--- src/rtl/twr_pkg.sv ---
// Package: shared types for the dual register bus-write latch.
// Assumes: a single select bit addresses exactly two registers.
package twr_pkg;

    // Destination register chosen by the bus select line
    typedef enum logic {
        TGT_A = 1'b0,
        TGT_B = 1'b1
    } tgt_e;

    localparam int unsigned NUM_TARGETS = 2;

endpackage

--- src/rtl/twr_sync.sv ---
// Module: twr_sync
// Two-stage resynchronizer for a vector of asynchronous inputs.
// Assumes: each bit settles long enough that skew between bits is
// resolved by the bus protocol (inputs steady across several clocks).
module twr_sync #(
    parameter int unsigned         W       = 1,
    parameter logic [W-1:0]        RST_VAL = '0
) (
    input  logic         clk,
    input  logic         rst_n,
    input  logic [W-1:0] async_in,
    output logic [W-1:0] sync_out
);

    logic [W-1:0] stage1;
    logic [W-1:0] stage2;

    // Shift the asynchronous vector through two flops
    always_ff @(posedge clk) begin
        if (!rst_n) begin
            stage1 <= RST_VAL;
            stage2 <= RST_VAL;
        end else begin
            stage1 <= async_in;
            stage2 <= stage1;
        end
    end

    assign sync_out = stage2;

endmodule

--- src/rtl/twr_strobe_ctrl.sv ---
// Module: twr_strobe_ctrl
// Forms the combined active-low strobe, captures data and select on its
// leading edge, issues a one-cycle commit on its trailing edge, and
// reports a select change during the active phase.
// Assumes: inputs are already synchronous to clk.
module twr_strobe_ctrl
    import twr_pkg::*;
#(
    parameter int unsigned DATA_W = 8
) (
    input  logic              clk,
    input  logic              rst_n,
    input  logic              cs_s,
    input  logic              wr_s,
    input  logic              sel_s,
    input  logic [DATA_W-1:0] data_s,
    output logic              commit,
    output tgt_e              commit_sel,
    output logic [DATA_W-1:0] commit_data,
    output logic              sel_moved
);

    logic              strobe_s;
    logic              strobe_q;
    logic              lead_edge;
    logic              trail_edge;
    tgt_e              hold_sel;
    logic [DATA_W-1:0] hold_data;

    // Combined strobe is low only while both lines are low
    always_comb begin
        strobe_s   = cs_s | wr_s;
        lead_edge  = strobe_q & ~strobe_s;
        trail_edge = ~strobe_q & strobe_s;
    end

    // Remember the previous strobe level for edge detection
    always_ff @(posedge clk) begin
        if (!rst_n) begin
            strobe_q <= 1'b1;
        end else begin
            strobe_q <= strobe_s;
        end
    end

    // Capture data and select on the leading edge and hold them
    always_ff @(posedge clk) begin
        if (!rst_n) begin
            hold_sel  <= TGT_A;
            hold_data <= '0;
        end else if (lead_edge) begin
            hold_sel  <= tgt_e'(sel_s);
            hold_data <= data_s;
        end
    end

    // Outputs: commit on the trailing edge, violation during active phase
    always_comb begin
        commit      = trail_edge;
        commit_sel  = hold_sel;
        commit_data = hold_data;
        sel_moved   = ~strobe_s & ~strobe_q & (sel_s != logic'(hold_sel));
    end

endmodule

--- src/rtl/twr_reg_bank.sv ---
// Module: twr_reg_bank
// Bank of NUM_REGS data registers. Exactly one register loads on a
// commit, chosen by the index; all others hold.
// Assumes: commit is a single-cycle pulse.
module twr_reg_bank #(
    parameter int unsigned DATA_W   = 8,
    parameter int unsigned NUM_REGS = 2,
    localparam int unsigned IDX_W   = (NUM_REGS > 1) ? $clog2(NUM_REGS) : 1
) (
    input  logic                             clk,
    input  logic                             rst_n,
    input  logic                             commit,
    input  logic [IDX_W-1:0]                 commit_idx,
    input  logic [DATA_W-1:0]                commit_data,
    output logic [NUM_REGS-1:0][DATA_W-1:0]  regs
);

    logic [NUM_REGS-1:0] load;

    for (genvar i = 0; i < NUM_REGS; i++) begin : g_reg

        // Decode the load enable for this register
        always_comb begin
            load[i] = commit && (commit_idx == IDX_W'(i));
        end

        // Hold or load this register, zero on reset
        always_ff @(posedge clk) begin
            if (!rst_n) begin
                regs[i] <= '0;
            end else if (load[i]) begin
                regs[i] <= commit_data;
            end
        end


        hold_when_idle_chk: assert property (@(posedge clk) disable iff (!rst_n)
            !load[i] |=> $stable(regs[i]));
    end


    single_load_chk: assert property (@(posedge clk) disable iff (!rst_n)
        $onehot0(load));

endmodule

--- src/rtl/twr_viol_flag.sv ---
// Module: twr_viol_flag
// Sticky protocol-violation flag with a synchronous clear that wins.
// Assumes: clr is synchronous to clk.
module twr_viol_flag (
    input  logic clk,
    input  logic rst_n,
    input  logic hit,
    input  logic clr,
    output logic flag
);

    // Set on a violation, cleared by clr or reset
    always_ff @(posedge clk) begin
        if (!rst_n) begin
            flag <= 1'b0;
        end else if (clr) begin
            flag <= 1'b0;
        end else if (hit) begin
            flag <= 1'b1;
        end
    end


    flag_sticky_chk: assert property (@(posedge clk) disable iff (!rst_n)
        (flag && !clr) |=> flag);


    flag_clear_chk: assert property (@(posedge clk) disable iff (!rst_n)
        clr |=> !flag);

endmodule

--- src/rtl/twin_reg_write_port.sv ---
// Module: twin_reg_write_port
// Top level: resynchronizes the asynchronous parallel bus, detects the
// trailing edge of the combined chip-select/write strobe and loads one of
// two registers; flags select changes during an active strobe.
// Assumes: bus lines hold steady for at least two clocks around strobe
// transitions; flag_clr is in the clk domain.
module twin_reg_write_port
    import twr_pkg::*;
#(
    parameter int unsigned DATA_W = 8
) (
    input  logic              clk,
    input  logic              rst_n,
    input  logic              bus_cs_n,
    input  logic              bus_wr_n,
    input  logic              bus_sel,
    input  logic [DATA_W-1:0] bus_data,
    input  logic              flag_clr,
    output logic [DATA_W-1:0] reg_a,
    output logic [DATA_W-1:0] reg_b,
    output logic              sel_violation
);

    localparam int unsigned PAY_W = DATA_W + 1;

    logic [1:0]                         strobes_s;
    logic [PAY_W-1:0]                   payload_s;
    logic                               commit;
    tgt_e                               commit_sel;
    logic [DATA_W-1:0]                  commit_data;
    logic                               sel_moved;
    logic [NUM_TARGETS-1:0][DATA_W-1:0] regs;

    twr_sync #(.W(2), .RST_VAL(2'b11)) u_sync_strobe (
        .clk      (clk),
        .rst_n    (rst_n),
        .async_in ({bus_cs_n, bus_wr_n}),
        .sync_out (strobes_s)
    );

    twr_sync #(.W(PAY_W), .RST_VAL('0)) u_sync_payload (
        .clk      (clk),
        .rst_n    (rst_n),
        .async_in ({bus_sel, bus_data}),
        .sync_out (payload_s)
    );

    twr_strobe_ctrl #(.DATA_W(DATA_W)) u_ctrl (
        .clk         (clk),
        .rst_n       (rst_n),
        .cs_s        (strobes_s[1]),
        .wr_s        (strobes_s[0]),
        .sel_s       (payload_s[PAY_W-1]),
        .data_s      (payload_s[DATA_W-1:0]),
        .commit      (commit),
        .commit_sel  (commit_sel),
        .commit_data (commit_data),
        .sel_moved   (sel_moved)
    );

    twr_reg_bank #(.DATA_W(DATA_W), .NUM_REGS(NUM_TARGETS)) u_bank (
        .clk         (clk),
        .rst_n       (rst_n),
        .commit      (commit),
        .commit_idx  (logic'(commit_sel)),
        .commit_data (commit_data),
        .regs        (regs)
    );

    twr_viol_flag u_flag (
        .clk   (clk),
        .rst_n (rst_n),
        .hit   (sel_moved),
        .clr   (flag_clr),
        .flag  (sel_violation)
    );

    // Map bank entries onto the named outputs
    always_comb begin
        reg_a = regs[TGT_A];
        reg_b = regs[TGT_B];
    end


    write_through_chk: assert property (@(posedge clk) disable iff (!rst_n)
        commit |=> ((($past(commit_sel) == TGT_B) ? reg_b : reg_a) == $past(commit_data)));

endmodule

--- config.mk ---
export PLATFORM = sky130hd
export DESIGN_NAME = twin_reg_write_port
export DESIGN_NICKNAME = d
export VERILOG_FILES = /design/src/rtl/twr_pkg.sv /design/src/rtl/twr_sync.sv /design/src/rtl/twr_strobe_ctrl.sv /design/src/rtl/twr_reg_bank.sv /design/src/rtl/twr_viol_flag.sv /design/src/rtl/twin_reg_write_port.sv
export SDC_FILE = /design/constraint.sdc
export NUM_CORES = 1
export LEC_CHECK = 0
export ABC_AREA = 1
export BUFFER_PORTS_ARGS = -buffer_cell sky130_fd_sc_hd__buf_2
export CAP_MARGIN = 10
export CELL_PAD_IN_SITES_DETAIL_PLACEMENT = 0
export CELL_PAD_IN_SITES_GLOBAL_PLACEMENT = 1
export CORE_ASPECT_RATIO = 0.5
export CORE_MARGIN = 10
export CORE_UTILIZATION = 35
export CTS_CLUSTER_DIAMETER = 150
export DETAILED_ROUTE_END_ITERATION = 12
export GPL_TIMING_DRIVEN = 0
export PLACE_DENSITY_LB_ADDON = 0.1
export SETUP_SLACK_MARGIN = 0.5
export SLEW_MARGIN = 40
export SYNTH_ARGS = -nofsm -noshare
export SYNTH_HDL_FRONTEND = slang
export SYNTH_SLANG_ARGS = --single-unit
--- constraint.sdc ---
create_clock -name clk -period 0.9 [get_ports clk]
set_input_delay 0.045 -clock clk [delete_from_list [all_inputs] [get_ports clk]]
set_output_delay 0.045 -clock clk [all_outputs]
set_load 0.02 [all_outputs]
==> results of run 1 <==
==> through the flow <==
| stage | power [mW] | instance area (um2) | setup TNS (ns) | hold slack [ns] |
|---|---|---|---|---|
| after floorplan | 2.368 | 1927 | 0 | 0.1298 |
| after global placement | 2.424 | 2160 | -1.171 | 0.2204 |
| after detailed placement | 2.430 | 2160 | -1.606 | 0.2227 |
| after CTS | 3.863 | 2495 | -0.9170 | -0.1059 |
| after global routing | 3.988 | 2539 | -2.428 | -0.09494 |
| final | 3.804 | 2539 | -0.7353 | -0.09707 |
==> power breakdown <==
group          switching (mW)  total (mW)  internal, mW
clock                   0.765        1.40         0.639
combinational           0.116       0.203        0.0871
sequential             0.0253        2.20          2.17
==> cell type report <==
type / instances / area [um2] / share of cell area
flip-flops and latches: 49 / 1057 / 0.4165
repair inverters: 1 / 5.005 / 0.001971
plain buffers: 8 / 70.07 / 0.02760
clock inverters: 2 / 17.52 / 0.006900
repair buffers: 34 / 294.0 / 0.1158
clock buffers: 6 / 82.58 / 0.03253
inverters: 70 / 287.8 / 0.1134
multi-input cells: 128 / 636.9 / 0.2509
well taps: 70 / 87.58 / 0.03450
==> what timing repair did <==
item                                   CTS  global route
setup endpoints to repair               55            55
gates cloned                             4             1
resized for setup                       67            20
setup buffers                            3             0
endpoints found under the hold margin   15            16
pin swaps                               16             7
==> path summary, 6_finish.rpt <==
kind | start | slack (ns) | to | cells past startpoint
max | u_sync_strobe.sync_out[0]$_SDFF_PN1_ | -0.04 | u_ctrl.commit_data[1]$_SDFFE_PN0P_ | 4
min | bus_wr_n | -0.1 | u_sync_strobe.stage1[0]$_SDFF_PN1_ | 3
max reg2reg | u_sync_strobe.sync_out[0]$_SDFF_PN1_ | -0.04 | u_ctrl.commit_data[1]$_SDFFE_PN0P_ | 4
min reg2reg | u_sync_strobe.stage1[1]$_SDFF_PN1_ | 0.41 | u_sync_strobe.sync_out[1]$_SDFF_PN1_ | 2
==> registers in the layout, summed over array words and instances (netlist names) <==
register                 count
u_bank.regs                 16
u_sync_payload.stage1        9
u_sync_payload.sync_out      9
u_ctrl.commit_data           8
u_sync_strobe.stage1         2
u_sync_strobe.sync_out       2
u_ctrl.commit_sel            1
u_ctrl.strobe_q              1
u_flag.flag                  1
==> cell usage in the layout, fill, tap and decap left out, drive strengths merged <==
cell	count
inv	70
nand2	62
dfxtp	49
buf	39
nor2	38
nand4	16
clkbuf	9
o21ai	9
clkinv	3
nand3	2
a21oi	1
==> cells in the mapped netlist <==
| master | number | area share |
|---|---|---|
| dfxtp_1 | 49 | 0.54 |
| nand2_4 | 1 | 0.0062 |
| inv_2 | 4 | 0.0082 |
| nand3_2 | 2 | 0.011 |
| nand4_1 | 16 | 0.055 |
| inv_1 | 66 | 0.14 |
| o21ai_0 | 9 | 0.025 |
| clkbuf_1 | 3 | 0.0062 |
| buf_2 | 4 | 0.011 |
| nor2_1 | 38 | 0.078 |
| a21oi_1 | 1 | 0.0027 |
| buf_4 | 1 | 0.0041 |
| nand2_1 | 59 | 0.12 |
==> worst max-delay path, cell delays in order (launching register included) <==
cell and delay [ns]:
dfxtp_4 0.37, nor2_4 0.16, nand2_2 0.11, o21ai_1 0.15, nor2_1 0.05
==> cells by family after synthesis <==
kind of cell | Yosys count
AO/OA/AOI/OAI | 10
buffers and inverters | 78
AND/OR/NAND/NOR | 116
flip-flops | 49
==> routing by layer <==
layer  GRT usage  up-vias
met1      0.1290      608
li1            -      826
met5           0        -
met2      0.1205       31
met3     0.04038        4
met4     0.03117        0
==> impl_metrics.toml, run 1 <==
[run_status]
status = "finished with violations"
violations = "negative hold slack, negative setup slack"

[cells_and_area]
n_antenna_cell = 0
syn2layout_area_growth_pct = 38.88
final_util = 0.5101
fillers = 521
fin_nets = 311
drive_gt1_frac = 0.3456
fin_cells = 368

[logic_synthesis]
synthXorXnorAreaFrac = 0
yosys-mux-area-fraction = 0
yosys.area_share.simple = 0.2710
yosysSeqAreaShare = 0.5366
synth_seq_cells = 49
avgSynthCellArea_um2 = 7.225
syn_nets = 267
ys_warn_count = 0
synthDistinctLibCells = 13
synth_area_um2 = 1828
synth_top_family_by_area = "simple AND/OR/NAND/NOR gates"
synth_compound_area_frac = 0.02738
synthAdderAreaFrac = 0
netlist_instances = 253

[power_and_ir_drop]
power_density_nw_per_um2 = 1499
p_leak_nw = 1.241
ir_worst_vdd_mv = 0.6539

[clock_tree]
htree_levels = 2
cts-root-buf = "clkbuf_8"
cts_tree = "built"
cts_buffers = 5
cts_sinks = 49
clk_latency_ns = 0.31
clk_pin_slew_worst_paths_ns = 0.09
clk_path_buf_depth = 2

[sta]
slew_headroom = 0.7101
fin_ws_ns = -0.04345
hold_viol = 16
drv_slew = 0
rsz0062_at_grt = "yes"
finalCriticalPeriod_ns = 0.9435
max_freq_mhz = 1060
worstMarginPinSlew_ns = 0.4349
period_share = 1.048
setup_viol = 25
finalClockSkew_ns = 0.004087
holdWs_ns = -0.09707

[global_routing]
grt_max_degree = 17
antenna_found_initial = 0
grt.overflow.total = 0
grt.total_usage = 0.09212
grt_first_pass_wirelength_um = 6506
grt_pass1_vias = 1394

[drt]
drc = 0
highest_layer = "met4"
dr.pass1.iters = 4
dr_wl_met3_um = 282
route.vias.total = 1469
routed_wl_um = 3844
wl_met2_um = 1492
final_antenna_net_count = 0
drtIter0Drc = 71
vias_per_cell = 3.992
detail_route.wl_per_cell_um = 10.45
wl_met1_um = 2037

[placement]
placed_cells = 352
dpl.hpwl_um = 2707
pre_cts_ws_ns = -0.09825
place_congestion = 0.7656
io_buffers = 29

[die]
top_level_ports = 31
die_width_um = 122.2
coreArea_um2 = 4977
die_h_um = 71.10
std_cell_rows = 18
die_area_um2 = 8689
initial_core_util = 0.3673

[setup_path]
arrival_ns = 1.15
start_kind = "flip-flop"
critPathRequiredTime_ns = 1.11
crit_type = "reg2reg"
cp-end-kind = "flip-flop"
cp_max_fo = 5

[worst_hold_path]
hold_class = "in2reg"

[run]
max_cap_viol_count = 0
Note: power is estimated with default switching activity, not from simulation.
==> run 2: changes to the inputs <==
Settings changed: SKIP_CTS_REPAIR_TIMING set to 1.
==> impl_metrics.toml, run 2 (synthesis gave the netlist of run 1 again) <==
[run_status]
status = "finished with violations"
violations = "negative hold slack, negative setup slack"

[placement]
placed_cells = 352
dpl.hpwl_um = 2707
place_area_um2 = 2160
place_congestion = 0.7656
io_buffers = 29

[setup_path]
cp.buffers_inverters = 2
worstSetupStartpoint = "u_sync_strobe.sync_out[1]$_SDFF_PN1_"
reg2reg_depth = 6
crit_chain = "inv_6, nand2_8, clkbuf_16, nand4_1, nand2_1, nor2_1"
crit_type = "reg2reg"
reg2reg_to = "u_bank.regs[5]$_SDFFE_PN0P_"
slowest_delay_ns = 0.38
cp_top_family = "flip-flops"
cp_max_fo = 5
critPathRequiredTime_ns = 1.14
rrSetupSlack_ns = -0.07
start_kind = "flip-flop"
worst_r2r_startpoint = "u_sync_strobe.sync_out[1]$_SDFF_PN1_"
cp-end-kind = "flip-flop"
cpMaxStageDelayCell = "dfxtp_4"
arrival_ns = 1.21

[cells_and_area]
fin_area_um2 = 2497
final_common_cell = "inv_1"
multiInputGateArea_um2 = 613.1
fillers = 523
layout_common_cells = "inv_1 (61), nand2_1 (54), nor2_1 (37)"
largest_reg_flops = 16
fin_cells = 364
seqCellArea_um2 = 1050
n_antenna_cell = 0
fin_nets = 307
drive_gt1_frac = 0.3095
syn2layout_area_growth_pct = 36.62
regMostFlops = "u_bank.regs"

[sta]
setup_viol = 26
slew_headroom = 0.7164
drv_slew = 0
finalClockSkew_ns = 0.004990
fin_ws_ns = -0.06799
finalCriticalPeriod_ns = 0.9680
rsz0062_at_grt = "yes"
max_freq_mhz = 1033
worstMarginPinSlew_ns = 0.4255
period_share = 1.076
holdWs_ns = -0.09664
hold_viol = 14

[die]
top_level_ports = 31
die_area_um2 = 8689
coreArea_um2 = 4977
die_h_um = 71.10
initial_core_util = 0.3673
die_width_um = 122.2
std_cell_rows = 18

[global_routing]
antenna_found_initial = 0
grt.total_usage = 0.08620
grt_first_pass_wirelength_um = 6106
grt_pass1_vias = 1353
grt_max_degree = 17
grt.overflow.total = 0

[drt]
route.vias.total = 1435
vias_per_cell = 3.942
routed_wl_um = 3694
drc = 0
final_antenna_net_count = 0
detail_route.wl_per_cell_um = 10.15
drtIter0Drc = 48
dr.pass1.iters = 4

[power_and_ir_drop]
share_comb_of_total_power = 0.052
ir_worst_vdd_mv = 0.6619
power_frac_clock = 0.369
swShare = 0.2372
power_density_nw_per_um2 = 1523
pwr-share-seq = 0.579
p_switching_mw = 0.9025
p_int_mw = 2.902
p_leak_nw = 1.232

[worst_hold_path]
hold_end = "u_sync_strobe.stage1[0]$_SDFF_PN1_"
hold_depth = 3
min_from = "bus_wr_n"
hold_class = "in2reg"

[run]
max_cap_viol_count = 0

[clock_tree]
cts_tree = "built"
clk_pin_slew_worst_paths_ns = 0.09
cts_buffers = 5
clk_path_buf_depth = 2
clk_latency_ns = 0.30
htree_levels = 2
cts-root-buf = "clkbuf_8"
cts_sinks = 49
==> run 2: cell types whose count changed in the layout (fill, tap and decap cells not counted), moves of 2 or more <==
cell and delta:
nor2_1 +3, nand2_2 -3, dfxtp_1 +2, buf_6 -4
o21ai_2 -2, nor2_2 -2, dfxtp_4 -2, inv_6 +2
==> run 2: worst max-delay path by stage <==
| stage | to | slack, ns | depth (start not counted) |
|---|---|---|---|
| final | u_bank.regs[5]$_SDFFE_PN0P_ | -0.07 | 6 |
| after global placement | u_ctrl.commit_data[2]$_SDFFE_PN0P_ | -0.07 | 4 |
| after CTS | u_bank.regs[15]$_SDFFE_PN0P_ | -0.12 | 6 |
| after global routing | u_flag.flag$_SDFFE_PP0P_ | -0.14 | 5 |
| after detailed placement | u_bank.regs[15]$_SDFFE_PN0P_ | -0.1 | 6 |
| after floorplan | u_bank.regs[4]$_SDFFE_PN0P_ | 0.04 | 6 |
==> run 2: routing by layer <==
layer,GRT usage,routed length [um],up-vias
met2,0.1122,1395,27
met5,0,0,-
li1,-,-,811
met4,0.03117,35,0
met3,0.04355,272,5
met1,0.1171,1991,592
==> run 2: layout make-up <==
| cell class | count | area share |
|---|---|---|
| flip-flops and latches | 49 | 0.4203 |
| clock buffers | 6 | 0.03307 |
| repair buffers | 32 | 0.1152 |
| well taps | 70 | 0.03507 |
| inverters | 70 | 0.1142 |
| multi-input cells | 127 | 0.2455 |
| clock inverters | 2 | 0.007014 |
| plain buffers | 8 | 0.02956 |
==> run 2: through the flow <==
step	power [mW]	worst slack [ns]	setup TNS (ns)	hold WS [ns]	utilization
floorplan	2.368	0.04137	0	0.1298	-
CTS	3.846	-0.1233	-2.203	-0.1060	0.4540
global placement	2.424	-0.06699	-1.171	0.2204	0.4339
detailed placement	2.430	-0.09825	-1.606	0.2227	0.4339
global route	3.994	-0.1363	-2.760	-0.09432	0.5018
finish	3.804	-0.06799	-0.9560	-0.09664	0.5018
==> run 2: power groups by stage <==
stage | clock, mW | combinational (mW) | sequential [mW]
final | 1.40 | 0.199 | 2.20
after global routing | 1.56 | 0.230 | 2.21
after CTS | 1.47 | 0.181 | 2.20
after detailed placement | 0 | 0.180 | 2.25
after global placement | 0 | 0.176 | 2.25
after floorplan | 0 | 0.120 | 2.25
==> run 2: worst min-delay path, delay by kind of cell <==
family	cells	cell delay (ns)
buf+inv	2	0.10
simple gates	1	0.04
